$ cat src/rtl/wrs_pkg.sv
// Package: shared state encoding for the warm reset sequencer.
// Assumes: nothing beyond standard SystemVerilog.
package wrs_pkg;

    typedef enum logic [1:0] {
        WRS_IDLE   = 2'd0,
        WRS_HOLD   = 2'd1,
        WRS_SETTLE = 2'd2,
        WRS_GUARD  = 2'd3
    } wrs_state_e;

endpackage

$ cat src/rtl/wrs_pin_sync.sv
// Module: multi-flop synchronizer for the shared reset pin.
// Assumes: the pin idles high, so every stage resets to 1 to avoid a false
// trigger on leaving cold reset.
module wrs_pin_sync #(
    parameter int STAGES = 2
) (
    input  logic clk,
    input  logic rst_n,
    input  logic pin_async,
    output logic pin_sync
);

    logic [STAGES-1:0] chain;

    // Shift the raw pin level through the synchronizer chain.
    always_ff @(posedge clk) begin
        if (!rst_n) begin
            chain <= '1;
        end else begin
            chain <= {chain[STAGES-2:0], pin_async};
        end
    end

    assign pin_sync = chain[STAGES-1];

endmodule

$ cat src/rtl/wrs_trig_decode.sv
// Module: decodes the software reset write (exact address and data match).
// Assumes: a write lasts one cycle; the match is combinational.
module wrs_trig_decode #(
    parameter int              ADDR_W     = 8,
    parameter int              DATA_W     = 32,
    parameter logic [ADDR_W-1:0] RESET_ADDR = 8'h10,
    parameter logic [DATA_W-1:0] TRIG_VALUE = 32'h8000_0001
) (
    input  logic              wr_en,
    input  logic [ADDR_W-1:0] wr_addr,
    input  logic [DATA_W-1:0] wr_data,
    output logic              sw_hit
);

    // Flag a write of the trigger word to the reset register.
    always_comb begin
        sw_hit = wr_en && (wr_addr == RESET_ADDR) && (wr_data == TRIG_VALUE);
    end

endmodule

$ cat src/rtl/wrs_phase_timer.sv
// Module: shared up-counter that times each phase of the sequence.
// Assumes: clr is pulsed on every phase change; limit is at least 1 and
// stays stable within a phase. The count saturates at limit-1.
module wrs_phase_timer #(
    parameter int CNT_W = 13
) (
    input  logic             clk,
    input  logic             rst_n,
    input  logic             clr,
    input  logic [CNT_W-1:0] limit,
    output logic             done
);

    logic [CNT_W-1:0] cnt;

    assign done = (cnt >= (limit - CNT_W'(1)));

    // Count cycles in the current phase, stopping at the last one.
    always_ff @(posedge clk) begin
        if (!rst_n) begin
            cnt <= '0;
        end else if (clr) begin
            cnt <= '0;
        end else if (!done) begin
            cnt <= cnt + CNT_W'(1);
        end
    end

endmodule

$ cat src/rtl/warm_rst_seq.sv
// Module: warm reset sequencer. Starts on a software trigger or an outside pull
// of the open-drain reset pin. It drives the pin for a fixed hold, waits a
// settle interval and for the pin to read high, re-enables the bus, keeps a
// guard before memory controls are freed, then pulses cpu_start.
// Assumes: synchronous active-low cold reset; rst_pin_i is asynchronous.
module warm_rst_seq
    import wrs_pkg::*;
#(
    parameter int                ADDR_W        = 8,
    parameter int                DATA_W        = 32,
    parameter logic [ADDR_W-1:0] RESET_ADDR    = 8'h10,
    parameter logic [DATA_W-1:0] TRIG_VALUE    = 32'h8000_0001,
    parameter int                HOLD_CYCLES   = 4096,
    parameter int                SETTLE_CYCLES = 4096,
    parameter int                GUARD_CYCLES  = 16,
    parameter int                SYNC_STAGES   = 2
) (
    input  logic              clk,
    input  logic              cold_rst_n,
    input  logic              rst_pin_i,
    output logic              rst_pin_oe,
    input  logic              reg_wr_en,
    input  logic [ADDR_W-1:0] reg_wr_addr,
    input  logic [DATA_W-1:0] reg_wr_data,
    output logic              bus_oe,
    output logic              memctl_inhibit,
    output logic              cpu_start
);

    localparam int MAX_A   = (HOLD_CYCLES > SETTLE_CYCLES) ? HOLD_CYCLES : SETTLE_CYCLES;
    localparam int MAX_LIM = (MAX_A > GUARD_CYCLES) ? MAX_A : GUARD_CYCLES;
    localparam int CNT_W   = $clog2(MAX_LIM + 1);

    wrs_state_e       state, state_nx;
    logic             pin_s;
    logic             sw_hit;
    logic             ph_done;
    logic             ph_clr;
    logic [CNT_W-1:0] ph_limit;

    wrs_pin_sync #(
        .STAGES (SYNC_STAGES)
    ) u_sync (
        .clk       (clk),
        .rst_n     (cold_rst_n),
        .pin_async (rst_pin_i),
        .pin_sync  (pin_s)
    );

    wrs_trig_decode #(
        .ADDR_W     (ADDR_W),
        .DATA_W     (DATA_W),
        .RESET_ADDR (RESET_ADDR),
        .TRIG_VALUE (TRIG_VALUE)
    ) u_decode (
        .wr_en   (reg_wr_en),
        .wr_addr (reg_wr_addr),
        .wr_data (reg_wr_data),
        .sw_hit  (sw_hit)
    );

    wrs_phase_timer #(
        .CNT_W (CNT_W)
    ) u_timer (
        .clk   (clk),
        .rst_n (cold_rst_n),
        .clr   (ph_clr),
        .limit (ph_limit),
        .done  (ph_done)
    );

    // Pick the cycle count of the phase in progress.
    always_comb begin
        case (state)
            WRS_HOLD:   ph_limit = CNT_W'(HOLD_CYCLES);
            WRS_SETTLE: ph_limit = CNT_W'(SETTLE_CYCLES);
            WRS_GUARD:  ph_limit = CNT_W'(GUARD_CYCLES);
            default:    ph_limit = CNT_W'(1);
        endcase
    end

    // Decide the next phase; triggers are only seen in idle.
    always_comb begin
        state_nx = state;
        case (state)
            WRS_IDLE:   if (sw_hit || !pin_s) state_nx = WRS_HOLD;
            WRS_HOLD:   if (ph_done) state_nx = WRS_SETTLE;
            WRS_SETTLE: if (ph_done && pin_s) state_nx = WRS_GUARD;
            WRS_GUARD:  if (ph_done) state_nx = WRS_IDLE;
            default:    state_nx = WRS_IDLE;
        endcase
    end

    assign ph_clr = (state_nx != state);

    // Hold the phase register; cold reset forces idle.
    always_ff @(posedge clk) begin
        if (!cold_rst_n) begin
            state <= WRS_IDLE;
        end else begin
            state <= state_nx;
        end
    end

    // Decode the pin, bus and start outputs from the phase.
    always_comb begin
        rst_pin_oe     = (state == WRS_HOLD);
        bus_oe         = (state == WRS_IDLE) || (state == WRS_GUARD);
        memctl_inhibit = (state != WRS_IDLE);
        cpu_start      = (state == WRS_GUARD) && ph_done;
    end

    AST_ENTRY_CAUSE: assert property (@(posedge clk) disable iff (!cold_rst_n)
        $rose(rst_pin_oe) |-> ($past(sw_hit) || !$past(pin_s)));
    AST_EXT_TRIGGER: assert property (@(posedge clk) disable iff (!cold_rst_n)
        (state == WRS_IDLE && !pin_s) |=> rst_pin_oe);
    AST_RELEASE_BUS_OFF: assert property (@(posedge clk) disable iff (!cold_rst_n)
        $fell(rst_pin_oe) |-> (!bus_oe && memctl_inhibit));
    AST_BUS_NEEDS_PIN: assert property (@(posedge clk) disable iff (!cold_rst_n)
        ($rose(bus_oe) && memctl_inhibit) |-> pin_s);
    AST_START_ONCE: assert property (@(posedge clk) disable iff (!cold_rst_n)
        cpu_start |=> (!cpu_start && !memctl_inhibit && !rst_pin_oe));
    AST_SW_IGNORED: assert property (@(posedge clk) disable iff (!cold_rst_n)
        (state == WRS_SETTLE && sw_hit) |=> !rst_pin_oe);

endmodule

$ cat config.mk
export PLATFORM = sky130hd
export DESIGN_NAME = warm_rst_seq
export DESIGN_NICKNAME = d
export VERILOG_FILES = /design/src/rtl/wrs_pkg.sv /design/src/rtl/wrs_pin_sync.sv /design/src/rtl/wrs_trig_decode.sv /design/src/rtl/wrs_phase_timer.sv /design/src/rtl/warm_rst_seq.sv
export SDC_FILE = /design/constraint.sdc
export NUM_CORES = 1
export LEC_CHECK = 0
export ABC_AREA = 1
export ABC_CLOCK_PERIOD_IN_PS = 5300
export BUFFER_PORTS_ARGS = -buffer_cell sky130_fd_sc_hd__buf_4
export CORE_MARGIN = 10
export CORE_UTILIZATION = 25
export CTS_BUF_LIST = sky130_fd_sc_hd__clkbuf_4 sky130_fd_sc_hd__clkbuf_8
export DETAILED_ROUTE_END_ITERATION = 10
export HOLD_SLACK_MARGIN = 0.1
export SLEW_MARGIN = 20
export SYNTH_ARGS = -nofsm -noshare
export SYNTH_HDL_FRONTEND = slang
export SYNTH_HIERARCHICAL = 1
export SYNTH_SLANG_ARGS = --single-unit
$ cat constraint.sdc
create_clock -name clk -period 5.3 [get_ports clk]
set_input_delay 0.795 -clock clk [delete_from_list [all_inputs] [get_ports clk]]
set_output_delay 0.795 -clock clk [all_outputs]
set_load 0.1 [all_outputs]
==> Yosys cells after proc, flatten, opt, wreduce, memory -nomap -nowiden <==
Index checks and enable logic that the tools add are counted.
{ "word_totals": {"ff_bits": 17, "in_bits": 44, "output_inout_bits": 4, "word_cells": 30} }
{ "op_classes": {"mux": 6, "bitwise": 1, "n_addsub": 2, "order_cmp": 1, "n_eq_ne": 6, "n_reduce_logical": 11} }
{ "ops": {"columns": ["operator", "count"], "rows": [
  ["$eq 32x32->1 const B", 1],
  ["$pmux 13 s2", 1],
  ["$add 13x1->13 const B", 1],
  ["$ge 13x13->1", 1],
  ["$sub 13x1->13 const B", 1],
  ["$eq 8x5->1 const B", 1],
  ["$mux 2", 4],
  ["$pmux 2 s4", 1],
  ["$eq 2x2->1 const B", 2],
  ["$logic_and 1x1->1", 4],
  ["$reduce_or 2->1", 2],
  ["$eq 2x1->1 const B", 1],
  ["$logic_not 2->1", 1],
  ["$logic_or 1x1->1", 2],
  ["$ne 2x2->1", 1],
  ["$reduce_bool 2->1", 1],
  ["$logic_not 1->1", 1],
  ["$not 1->1", 1]
]} }

==> Logic depth before layout (Yosys ltp) <==
Gate-level depths: netlist of run 1.
{ "logic_depth": {"depth_word": 10, "depth_mapped": 28, "mapped_depth_nobuf": 26} }

==> Hierarchy <==
Netlist of run 1, hierarchy kept.
{ "by_module_without_submodules": {"columns": ["module", "seq_area_each_um2", "instances", "cells_per_inst", "area_per_inst_um2"], "rows": [
  ["wrs_phase_timer", 260.2, 1, 208, 1390.1],
  ["warm_rst_seq", 40.0, 1, 43, 282.8],
  ["wrs_trig_decode", 0.0, 1, 57, 224.0],
  ["wrs_pin_sync", 40.0, 1, 6, 55.1]
]} }

==> Worst setup path before layout of run 1 <==
Ideal clock, no wire load.
{ "synth_timing": {"path_type": "reg2out", "start": "register state[0]", "end": "output cpu_start", "setup_slack_ps": 1138, "arrival_time_ps": 3367, "path_buffers": 1, "path_stages_with_launch": 19, "required_time_ps": 4505, "cell_sequence": "dfxtp_1 inv_2 ha_1 inv_1 ha_1 nand3_1 nor3_1 nand3_1 xor2_1 ha_1 nand2_2 nor2_4 nand2_2 nor2_4 inv_2 nand3_4 buf_8 nand2_1 inv_1"} }
{ "synth_between": {"elab_chain_cells": 6, "word_cells_on_any_way": 8, "cone_classes": "add/sub (1); order compare (1); eq/ne (3); mux (1); reduce/logical (2)"} }
{ "synth_rtl": {"columns": ["element", "line_no", "rtl"], "rows": [
  ["start, declared", "warm_rst_seq.sv:34", "wrs_state_e state, state_nx;"],
  ["start signal, assigned", "warm_rst_seq.sv:101", "state <= state_nx;"],
  ["$eq 2x1->1 or $eq 2x2->1 (tied branches)", "warm_rst_seq.sv:74", "case (state)"],
  ["$reduce_or 2->1 (no source line)", null, null],
  ["$pmux 13 s2 *", "warm_rst_seq.sv:74", null],
  ["net ph_limit[0]", "warm_rst_seq.sv:39", "logic [CNT_W-1:0] ph_limit;"],
  ["$sub 13x1->13 *", "wrs_phase_timer.sv:16", "assign done = (cnt >= (limit - CNT_W'(1)));"],
  ["$ge 13x13->1 *", "wrs_phase_timer.sv:16", null],
  ["net ph_done", "warm_rst_seq.sv:37", "logic ph_done;"],
  ["$logic_and 1x1->1 *", "warm_rst_seq.sv:110", "cpu_start = (state == WRS_GUARD) && ph_done;"],
  ["end, declared", "warm_rst_seq.sv:27", "output logic cpu_start"]
]} }
The timed path passes the listed nets; every way through them passes the cells marked *.

==> Worst setup path after layout of run 1 <==
Ends and elaborated chain as after synthesis.

==> metrics.yaml, run 1 <==
global_route:
  met3_usage: 0.0202
  grt_max_degree: 16
  grt_util_all_layers: 0.0885
  top_usage_layer: "met2"
  use_met2: 0.167
  first_global_vias: 1908
  grt_pass1_wl_um: 8670
  use_met1: 0.101
  antenna_found_initial: 0
  grt_overflow: 0
floorplanning:
  initial_utilization: 0.255
  fp.dieW_um: 108
  fp-row-count: 32
  fp.dieH_um: 108
  die_area_mm2: 0.0117
  ios: 48
  core_area_mm2: 0.00765
synth:
  synthMuxAreaShare: 0
  yosys.area_share.adder: 0.135
  synth.top_cells.by_count: "nand2_1, inv_1, nor2_1, ha_1, dfxtp_1"
  synth_top_family_by_area: "simple AND/OR/NAND/NOR gates"
  synth_flop_cell: "dfxtp_1"
  seq_area_frac_synth: 0.174
  synthXorXnorAreaFrac: 0.0718
  yosys_warnings: 6
  synth.cell_area_mm2: 0.00195
  synth_simple_gate_area_frac: 0.415
  synth.area.top_cells: "dfxtp_1, nand2_1, ha_1, inv_1, nor2_1"
  synth-seq-cells: 17
  yosys.area.top_type: "dfxtp_1"
  yosys.cell_count.top_type: "nand2_1"
  synth_edf_count: 0
  synthDominantCellAreaShare: 0.174
  syn-mean-instance-area_um2: 6.22
  synth_compound_area_frac: 0.0737
  synthArstFlopShare: 0
  ys_types: 30
  synthCells: 314
hold_path:
  holdPathEnd: "u_sync/chain[1]"
  whs_path_depth: 2
  hold_path.class: "flop to flop"
  worstHoldStart: "u_sync/chain[0]"
routing:
  drc_errors: 0
  drt_iter0_markers: 48
  ant_nets: 0
  firstDrtPassIters: 5
  finalWirelength_um: 4870
  num_vias: 1920
  wl_per_cell_um: 10.0
  via_per_inst: 3.94
clock_tree:
  postCtsSetupBuffers: 0
  htree_levels: 1
  cts.path.max_buffers: 2
  cts_made_buffers: 3
  clock_tree.root_cell: "clkbuf_8"
  path_clk_slew_ns: 0.07
  cts_tree: "yes"
  hold_buffers: 0
  clk_latency_ns: 0.25
  cts_sinks: 17
  cts_resized: 0
cells_and_area:
  fillerInstances: 828
  antenna_cells: 0
  nets: 451
  layout-drive-gt1-share: 0.216
  area_growth_pct: 29.9
setup_path:
  cp_max_fo: 15
  reg2reg_depth: 26
  crit_type: "flop to output port"
  worstPathArrival_ns: 3.89
  cp-end-kind: "output port"
  r2r_setup_slack_ns: 0.74
  r2r-start: "state[0]"
  startpoint_type: "flop"
  r2r-end: "u_timer/cnt[1]"
  crit_required_ns: 4.51
place:
  place_congestion: 0.810
  hpwl_um: 4250
  portBuffers: 47
timing:
  post-route-min-period_ns: 4.69
  grt_setup_unrepaired: "false"
  hold_viol_final: 0
  fin_crit_sh: 0.885
  skew_ns: 0.00426
  setup_tns_ns: 0
  setup_violations: 0
  holdWs_ns: 0.402
  slew_violations: 0
  fmax_mhz: 213
run:
  maxCapViolCount: 0
pwr:
  p_switching_uw: 188
  clock_power_share: 0.218
  p_comb_frac: 0.456
  leakage_uw: 0.00128
  swShare: 0.417
  p_int_uw: 263
  p_seq_frac: 0.325
  peakVddDrop_uv: 108
  power_density_mw_per_mm2: 178
outcome:
  status: "finished, final reports clean"
==> worst max-delay path by stage <==
stage	from	end	cells past startpoint	slack [ns]
2_1_floorplan	state[0]	cpu_start	18	1.14
3_3_place_gp	state[0]	u_timer/cnt[9]	26	0.98
3_5_place_dp	state[0]	u_timer/cnt[12]	26	0.70
4_1_cts	state[0]	cpu_start	18	0.57
5_1_grt	state[0]	u_timer/cnt[1]	26	0.15
6_report	state[0]	cpu_start	18	0.61
==> metrics by stage <==
step	utilization	setup slack, ns	instance area, um^2	total power, uW	cells
2_1_floorplan	-	1.14	2050	298	339
3_3_place_gp	0.326	0.982	2490	354	483
3_5_place_dp	0.326	0.703	2490	357	483
4_1_cts	0.332	0.567	2540	457	487
5_1_grt	0.332	0.146	2540	489	487
6_report	0.332	0.611	2540	451	487
==> power by group through the flow <==
stage                     Combinational, uW  Clock (uW)  Sequential (uW)
after global routing                    234         107              148
after detailed placement                207           0              150
after floorplan                         152           0              146
final                                   206        98.4              147
after CTS                               208         102              147
after global placement                  205           0              149
==> registers in the layout, indices dropped and copies added, names as in the netlist <==
signal        count
u_timer/cnt      13
state             2
u_sync/chain      2
==> cell families (layout without fill, tap and decap cells) <==
kind of cell / after synthesis / count (layout)
AND/OR/NAND/NOR: 178 / 178
buffers and inverters: 62 / 108
adder cells (fa/ha/maj): 21 / 21
AO/OA/AOI/OAI: 19 / 19
flip-flops: 17 / 17
XOR/XNOR: 16 / 16
other: 1 / 26
==> metal layers <==
metal	share of wire	wire length, um
met5	0	0
met4	0.0027	13
met3	0.022	109
met2	0.53	2600
met1	0.44	2150
==> final cells by class <==
type | instances | area [um^2] | share of cell area
Timing Repair Buffer | 47 | 353 | 0.139
Sequential cell | 17 | 340 | 0.134
Clock buffer | 3 | 41.3 | 0.0163
Multi-Input combinational cell | 260 | 1460 | 0.574
Clock inverter | 1 | 5.00 | 0.00197
Inverter | 57 | 214 | 0.0844
Tap cell | 102 | 128 | 0.0503
==> worst max-delay path, stage by stage (launching register included) <==
cell     delay [ns]
dfxtp_1        0.47
inv_2          0.11
ha_1           0.29
inv_1          0.15
ha_1           0.22
nand3_1        0.13
nor3_1         0.32
nand3_1        0.14
xor2_1         0.17
ha_1           0.30
nand2_2        0.10
inv_1          0.04
nand2_1        0.06
nand2_1        0.07
a21oi_4        0.36
nand3_4        0.29
nand2_1        0.14
inv_1          0.05
buf_4          0.22
==> cell usage in the layout (no fill, tap or decap), drive strengths merged <==
| cell type | n |
|---|---|
| buf | 47 |
| nor3 | 2 |
| clkbuf | 3 |
| conb | 26 |
| xnor2 | 5 |
| nand4 | 15 |
| and2 | 1 |
| nor2 | 50 |
| nand2 | 92 |
| nor3b | 1 |
| dfxtp | 17 |
| inv | 56 |
| ha | 21 |
| a21oi | 16 |
| o21ai | 3 |
| nand3 | 17 |
| xor2 | 11 |
| clkinv | 2 |
Note: power is estimated with default switching activity, not from simulation.
==> inputs of run 2 (changes only) <==
--- a/config.mk
+++ b/config.mk
@@ -6,9 +6,8 @@
 export NUM_CORES = 1
 export LEC_CHECK = 0
 export ABC_AREA = 1
-export ABC_CLOCK_PERIOD_IN_PS = 5300
+export ABC_CLOCK_PERIOD_IN_PS = 5500
 export BUFFER_PORTS_ARGS = -buffer_cell sky130_fd_sc_hd__buf_4
-export CORE_MARGIN = 10
 export CORE_UTILIZATION = 25
 export CTS_BUF_LIST = sky130_fd_sc_hd__clkbuf_4 sky130_fd_sc_hd__clkbuf_8
 export DETAILED_ROUTE_END_ITERATION = 10
@@ -16,5 +15,4 @@
 export SLEW_MARGIN = 20
 export SYNTH_ARGS = -nofsm -noshare
 export SYNTH_HDL_FRONTEND = slang
-export SYNTH_HIERARCHICAL = 1
 export SYNTH_SLANG_ARGS = --single-unit
==> constraint.sdc (replaced) <==
create_clock -name clk -period 5.5 [get_ports clk]
set_input_delay 0.825 -clock clk [delete_from_list [all_inputs] [get_ports clk]]
set_output_delay 0.825 -clock clk [all_outputs]
set_load 0.1 [all_outputs]
==> metrics.yaml, run 2 <==
outcome:
  status: "finished, final reports clean"
synth:
  synth_nets: 289
  synth.cell_area_mm2: 0.00148  # -24%
  synth-seq-cells: 17  # unchanged
  synthCells: 228  # -27%
  synth_flop_cell: "dfxtp_1"
  synthArstFlopShare: 0  # unchanged
  synth.top_cells.by_count: "nor2_1, nand2_1, inv_1, dfxtp_1, ha_1"
  syn-mean-instance-area_um2: 6.49  # +4.4%
  seq_area_frac_synth: 0.230  # +0.0556
  yosys_warnings: 0  # -6
  synth_edf_count: 0  # unchanged
  synthDominantCellAreaShare: 0.230  # +0.0556
  synth.area.top_cells: "dfxtp_1, ha_1, nor2_1, nand2_1, inv_1"
  ys_types: 23  # -23%
  yosys.area.top_type: "dfxtp_1"
  yosys.cell_count.top_type: "nor2_1"
clock_tree:
  cts_sinks: 17  # unchanged
  cts.path.max_buffers: 2  # unchanged
  cts_tree: "yes"
  path_clk_slew_ns: 0.06  # about the same
  htree_levels: 1  # unchanged
  postCtsSetupBuffers: 0  # unchanged
  cts_made_buffers: 3  # unchanged
  hold_buffers: 0  # unchanged
  clock_tree.root_cell: "clkbuf_8"
  cts_resized: 0  # unchanged
  clk_latency_ns: 0.25  # about the same
routing:
  wl_per_cell_um: 9.84  # -1.7%
  drc_errors: 0  # unchanged
  num_vias: 1457  # -24%
  wl_met3_um: 80  # -27%
  drt_iter0_markers: 45  # -6.3%
  finalWirelength_um: 3420  # -30%
  met2_length_um: 1640  # -37%
  met1_length_um: 1670  # -23%
  via_per_inst: 4.19  # +6.2%
  top_layer_used: "met4"
  ant_nets: 0  # unchanged
  firstDrtPassIters: 4  # -1
global_route:
  first_global_vias: 1501  # -21%
  grt_util_all_layers: 0.123  # +0.0343
  antenna_found_initial: 0  # unchanged
  grt_overflow: 0  # unchanged
  grt_max_degree: 14  # -2
  grt_pass1_wl_um: 6330  # -27%
cells_and_area:
  final_common_cell: "nor2_1"
  reg.largest.list: "u_timer.cnt x13, state x2, u_sync.chain x2"
  mostFrequentLayoutCells: "nor2_1, buf_4, nand2_1"
  antenna_cells: 0  # unchanged
  area_growth_pct: 30.9
  nets: 338  # -25%
  largest_reg_flops: 13  # unchanged
  layout-drive-gt1-share: 0.236  # +0.0199
  fillerInstances: 643  # -22%
  regMostFlops: "u_timer.cnt"
setup_path:
  cp-end-kind: "output port"
  r2r_setup_slack_ns: 2.45  # +1.71 ns
  startpoint_type: "flop"
  crit_required_ns: 4.68  # +0.17 ns
  cp_max_fo: 9  # -6
  reg2reg_depth: 17  # -35%
  crit_type: "flop to output port"
  worstPathArrival_ns: 2.61  # -1.28 ns
  r2r-end: "u_timer.cnt[7]"
  r2r-start: "state[0]"
timing:
  fmax_mhz: 291
  finalWorstSetupSlack_ns: 2.07  # +1.45 ns
  grt_setup_unrepaired: "false"
  relSlewSlack: 0.711
  tightest_slew_ns: 0.430
  skew_ns: 0.00172  # -0.00254 ns
  setup_violations: 0  # unchanged
  hold_viol_final: 0  # unchanged
  slew_violations: 0  # unchanged
  setup_tns_ns: 0  # unchanged
  fin_crit_sh: 0.624
  post-route-min-period_ns: 3.43
pwr:
  leakage_uw: 0.000938  # -27%
  power_density_mw_per_mm2: 386  # +120%
  p_comb_frac: 0.669  # +0.213
  p_seq_frac: 0.201  # -0.124
  swShare: 0.523  # +0.106
  peakVddDrop_uv: 299  # +180%
  p_switching_uw: 391  # +110%
  p_int_uw: 356  # +36%
  clock_power_share: 0.130  # -0.088
floorplanning:
  ios: 48  # unchanged
  core_area_mm2: 0.00561  # -27%
  die_area_mm2: 0.00623  # -47%
  initial_utilization: 0.264  # +0.00871
  fp-row-count: 27  # -16%
  fp.dieH_um: 78.9  # -27%
  fp.dieW_um: 78.9  # -27%
place:
  place_congestion: 0.780  # -3.8%
  portBuffers: 47  # unchanged
  place_ws_ns: 2.33  # +1.62 ns
  hpwl_um: 2870  # -32%
run:
  maxCapViolCount: 0  # unchanged
hold_path:
  holdPathEnd: "u_sync.chain[1]"
  hold_path.class: "flop to flop"
  worstHoldStart: "u_sync.chain[0]"
  whs_path_depth: 1  # -1
==> run 2: changes by cell type in the layout (fill, tap and decap cells not counted), moves of 4 or more <==
cell	change
nand2_2	-6
inv_1	-20
nor2_1	+11
nand4_1	-8
ha_1	-4
a21oi_2	-9
conb_1	-26
mux2_2	+4
nand2_1	-38
xor2_1	-4
==> run 2: area by class of cell <==
type                    count  area (um^2)  share of cell area
clock buffers               4         48.8              0.0252
inverters                  33          124              0.0639
multi-input cells         175          982               0.507
flip-flops and latches     17          340               0.176
well taps                  72         90.1              0.0465
repair buffers             47          353               0.182
==> run 2: metrics by stage <==
stage	std cells	utilization	hold slack (ns)	instance area, um^2	total power [uW]
2_1_floorplan	228	-	0.393	1480	575
6_report	348	0.346	0.419	1940	748
3_3_place_gp	344	0.337	0.394	1890	646
3_5_place_dp	344	0.337	0.408	1890	654
4_1_cts	348	0.346	0.424	1940	755
5_1_grt	348	0.346	0.454	1940	819
==> run 2: logic make-up after synthesis <==
family / count (synthesis) / share of synthesized area
xor+xnor: 11 / 0.0651
mux: 4 / 0.0304
compound gates: 6 / 0.0254
flops: 17 / 0.230
fa+ha+maj: 17 / 0.144
buf+inv: 36 / 0.107
simple gates: 137 / 0.399
==> run 2: worst max path at each step <==
| stage | startpoint | end | slack (ns) | cells past startpoint |
|---|---|---|---|---|
| floorplan | state[0] | cpu_start | 0.27 | 10 |
| global placement | state[0] | cpu_start | 2.39 | 11 |
| detailed placement | state[0] | cpu_start | 2.33 | 11 |
| CTS | state[0] | cpu_start | 2.04 | 11 |
| global route | state[0] | cpu_start | 1.81 | 11 |
| finish | state[0] | cpu_start | 2.07 | 11 |
==> run 2: worst max-delay path, stage by stage (launching register included) <==
cell,delay (ns)
dfxtp_1,0.42
inv_1,0.13
ha_1,0.33
inv_1,0.16
ha_1,0.32
nand2_1,0.06
nor2_1,0.16
nand3_1,0.10
nor2_1,0.12
nor2_2,0.08
a21boi_0,0.17
buf_4,0.31
==> run 2: routing by layer <==
metal  up-vias  track usage
li1        809            -
met1       630        0.160
met2        14        0.211
met3         4       0.0161
met4         0       0.0345
met5         -            0
==> run 2: power groups by stage <==
stage	clock network, uW	registers, uW	logic [uW]
floorplan	0	149	426
global placement	0	152	494
detailed placement	0	153	501
CTS	100	150	505
global route	106	154	559
finish	97.0	150	500
==> inputs of run 3 (changes only) <==
--- a/config.mk
+++ b/config.mk
@@ -6,7 +6,7 @@
 export NUM_CORES = 1
 export LEC_CHECK = 0
 export ABC_AREA = 1
-export ABC_CLOCK_PERIOD_IN_PS = 5500
+export ABC_CLOCK_PERIOD_IN_PS = 3100
 export BUFFER_PORTS_ARGS = -buffer_cell sky130_fd_sc_hd__buf_4
 export CORE_UTILIZATION = 25
 export CTS_BUF_LIST = sky130_fd_sc_hd__clkbuf_4 sky130_fd_sc_hd__clkbuf_8
==> constraint.sdc (replaced) <==
create_clock -name clk -period 3.1 [get_ports clk]
set_input_delay 0.465 -clock clk [delete_from_list [all_inputs] [get_ports clk]]
set_output_delay 0.465 -clock clk [all_outputs]
set_load 0.1 [all_outputs]
==> metrics.yaml, run 3 (same netlist as run 2, synthesis figures left out) <==
cells_and_area:
  post-route-cell-area_mm2: 0.00209  # +7.7%
  reg.largest.list: "u_timer.cnt x13, state x2, u_sync.chain x2"
  largest_reg_flops: 13  # unchanged
  area_growth_pct: 41.1
  layout-drive-gt1-share: 0.299  # +0.0631
  final_common_cell: "nor2_1"
  nets: 340  # +0.59%
  antenna_cells: 0  # unchanged
  mostFrequentLayoutCells: "nor2_1, buf_4, nand2_1"
  finish.utilization: 0.372  # +0.0268
  regMostFlops: "u_timer.cnt"
clock_tree:
  cts_sinks: 17  # unchanged
  clock_tree.root_cell: "clkbuf_8"
  postCtsSetupBuffers: 0  # unchanged
  path_clk_slew_ns: 0.06  # about the same
  cts_tree: "yes"
  cts.path.max_buffers: 2  # unchanged
  cts_made_buffers: 3  # unchanged
  clk_latency_ns: 0.25  # about the same
  htree_levels: 1  # unchanged
run:
  maxCapViolCount: 0  # unchanged
pwr:
  leakage_uw: 0.000962  # +2.6%
  peakVddDrop_uv: 499  # +67%
  power_density_mw_per_mm2: 720  # +87%
  power_uw: 1500  # +100%
routing:
  ant_nets: 0  # unchanged
  drt_iter0_markers: 76  # +69%
  finalWirelength_um: 3510  # +2.5%
  num_vias: 1462  # +0.34%
  drc_errors: 0  # unchanged
  firstDrtPassIters: 4  # unchanged
  via_per_inst: 4.18  # -0.23%
  wl_per_cell_um: 10.0  # +1.9%
setup_path:
  crit_required_ns: 2.63  # -2.05 ns
  cp-end-kind: "output port"
  worstPathArrival_ns: 2.44  # -0.17 ns
  crit_type: "flop to output port"
  reg2reg_depth: 18  # +1
  crit_chain: "inv_2 > ha_4 > clkinvlp_4 > buf_12 > ha_4 > nand2_1 > nor2_2 > and2_2 > nand2_2 > a21boi_4 > buf_12"
  startpoint_type: "flop"
  cp_max_fo: 6  # -3
  cpPeakStageDelay_ns: 0.38  # -0.04 ns
  slowest_stage: "dfxtp_4"
timing:
  setup_tns_ns: 0  # unchanged
  slew_violations: 0  # unchanged
  hold_viol_final: 0  # unchanged
  tightest_slew_ns: 0.364  # -0.0660 ns
  skew_ns: 0.00145  # -0.000266 ns
  setup_violations: 0  # unchanged
  post-route-min-period_ns: 2.90
  grt_setup_unrepaired: "false"
  fmax_mhz: 345
  fin_crit_sh: 0.936
  relSlewSlack: 0.757  # +0.0462
place:
  hpwl_um: 2930  # +1.8%
  portBuffers: 47  # unchanged
  placed_area_mm2: 0.00200  # +6.0%
  place_congestion: 0.784  # +0.54%
floorplanning:
  fp-row-count: 27  # unchanged
  die_area_mm2: 0.00623  # unchanged
  fp.dieH_um: 78.9  # unchanged
  fp.dieW_um: 78.9  # unchanged
  core_area_mm2: 0.00561  # unchanged
  initial_utilization: 0.264  # unchanged
  ios: 48  # unchanged
outcome:
  status: "finished, final reports clean"
global_route:
  grt_max_degree: 14  # unchanged
  first_global_vias: 1529  # +1.9%
  antenna_found_initial: 0  # unchanged
  grt_overflow: 0  # unchanged
  grt_util_all_layers: 0.127  # +0.00446
  grt_pass1_wl_um: 6350  # +0.43%
hold_path:
  whs_path_depth: 2  # +1
  hold_path.class: "input pin to flop"
run 3: final cells by class:
| class | instances | area [um^2] |
|---|---|---|
| repair buffers | 49 | 393 |
| well taps | 72 | 90.1 |
| multi-input cells | 175 | 1080 |
| fillers | 613 | 3520 |
| flip-flops and latches | 17 | 348 |
| inverters | 33 | 128 |
| clock buffers | 4 | 48.8 |
run 3: what timing repair did:
action                                  4_1_cts  5_1_grt
gates resized for setup                       0       10
hold buffers                                  0        0
endpoints found under the setup margin        0       14
run 3: worst max-delay path, delay by kind of cell, from the launching register on:
kind                       cells  cell delay, ns
adders and majority gates      2            0.52
AOI/OAI and AO/OA              1            0.20
DFF                            1            0.38
buffers and inverters          4            0.60
and+or+nand+nor                4            0.48
run 3: stage by stage:
stage          instances  setup slack, ns  hold slack [ns]
2_1_floorplan        228           -0.169            0.393
3_3_place_gp         346            0.150            0.395
3_5_place_dp         346            0.140            0.401
4_1_cts              350           0.0910            0.394
5_1_grt              350           0.0114            0.401
6_report             350            0.198            0.399
run 3: worst paths after layout:
| path | startpoint | endpoint | slack (ns) |
|---|---|---|---|
| worst max-delay path | state[0] | cpu_start | 0.20 |
| worst max register to register | state[0] | u_timer.cnt[6] | 0.32 |
| worst min-delay path | rst_pin_i | u_sync.chain[0] | 0.40 |
| worst min register to register | u_sync.chain[0] | u_sync.chain[1] | 0.41 |
run 3: layer usage:
layer | vias to the layer above | track usage | wire [um]
met5 | - | 0 | 0
met4 | 0 | 0.0509 | 49
met3 | 5 | 0.0115 | 59
met2 | 13 | 0.218 | 1660
met1 | 630 | 0.164 | 1740
li1 | 814 | - | -
run 3: power breakdown:
group          internal [uW]  switching (uW)  total [uW]
clock                    100            74.5         175
combinational            391             663        1050
sequential               246            29.1         275
total                    737             767        1500
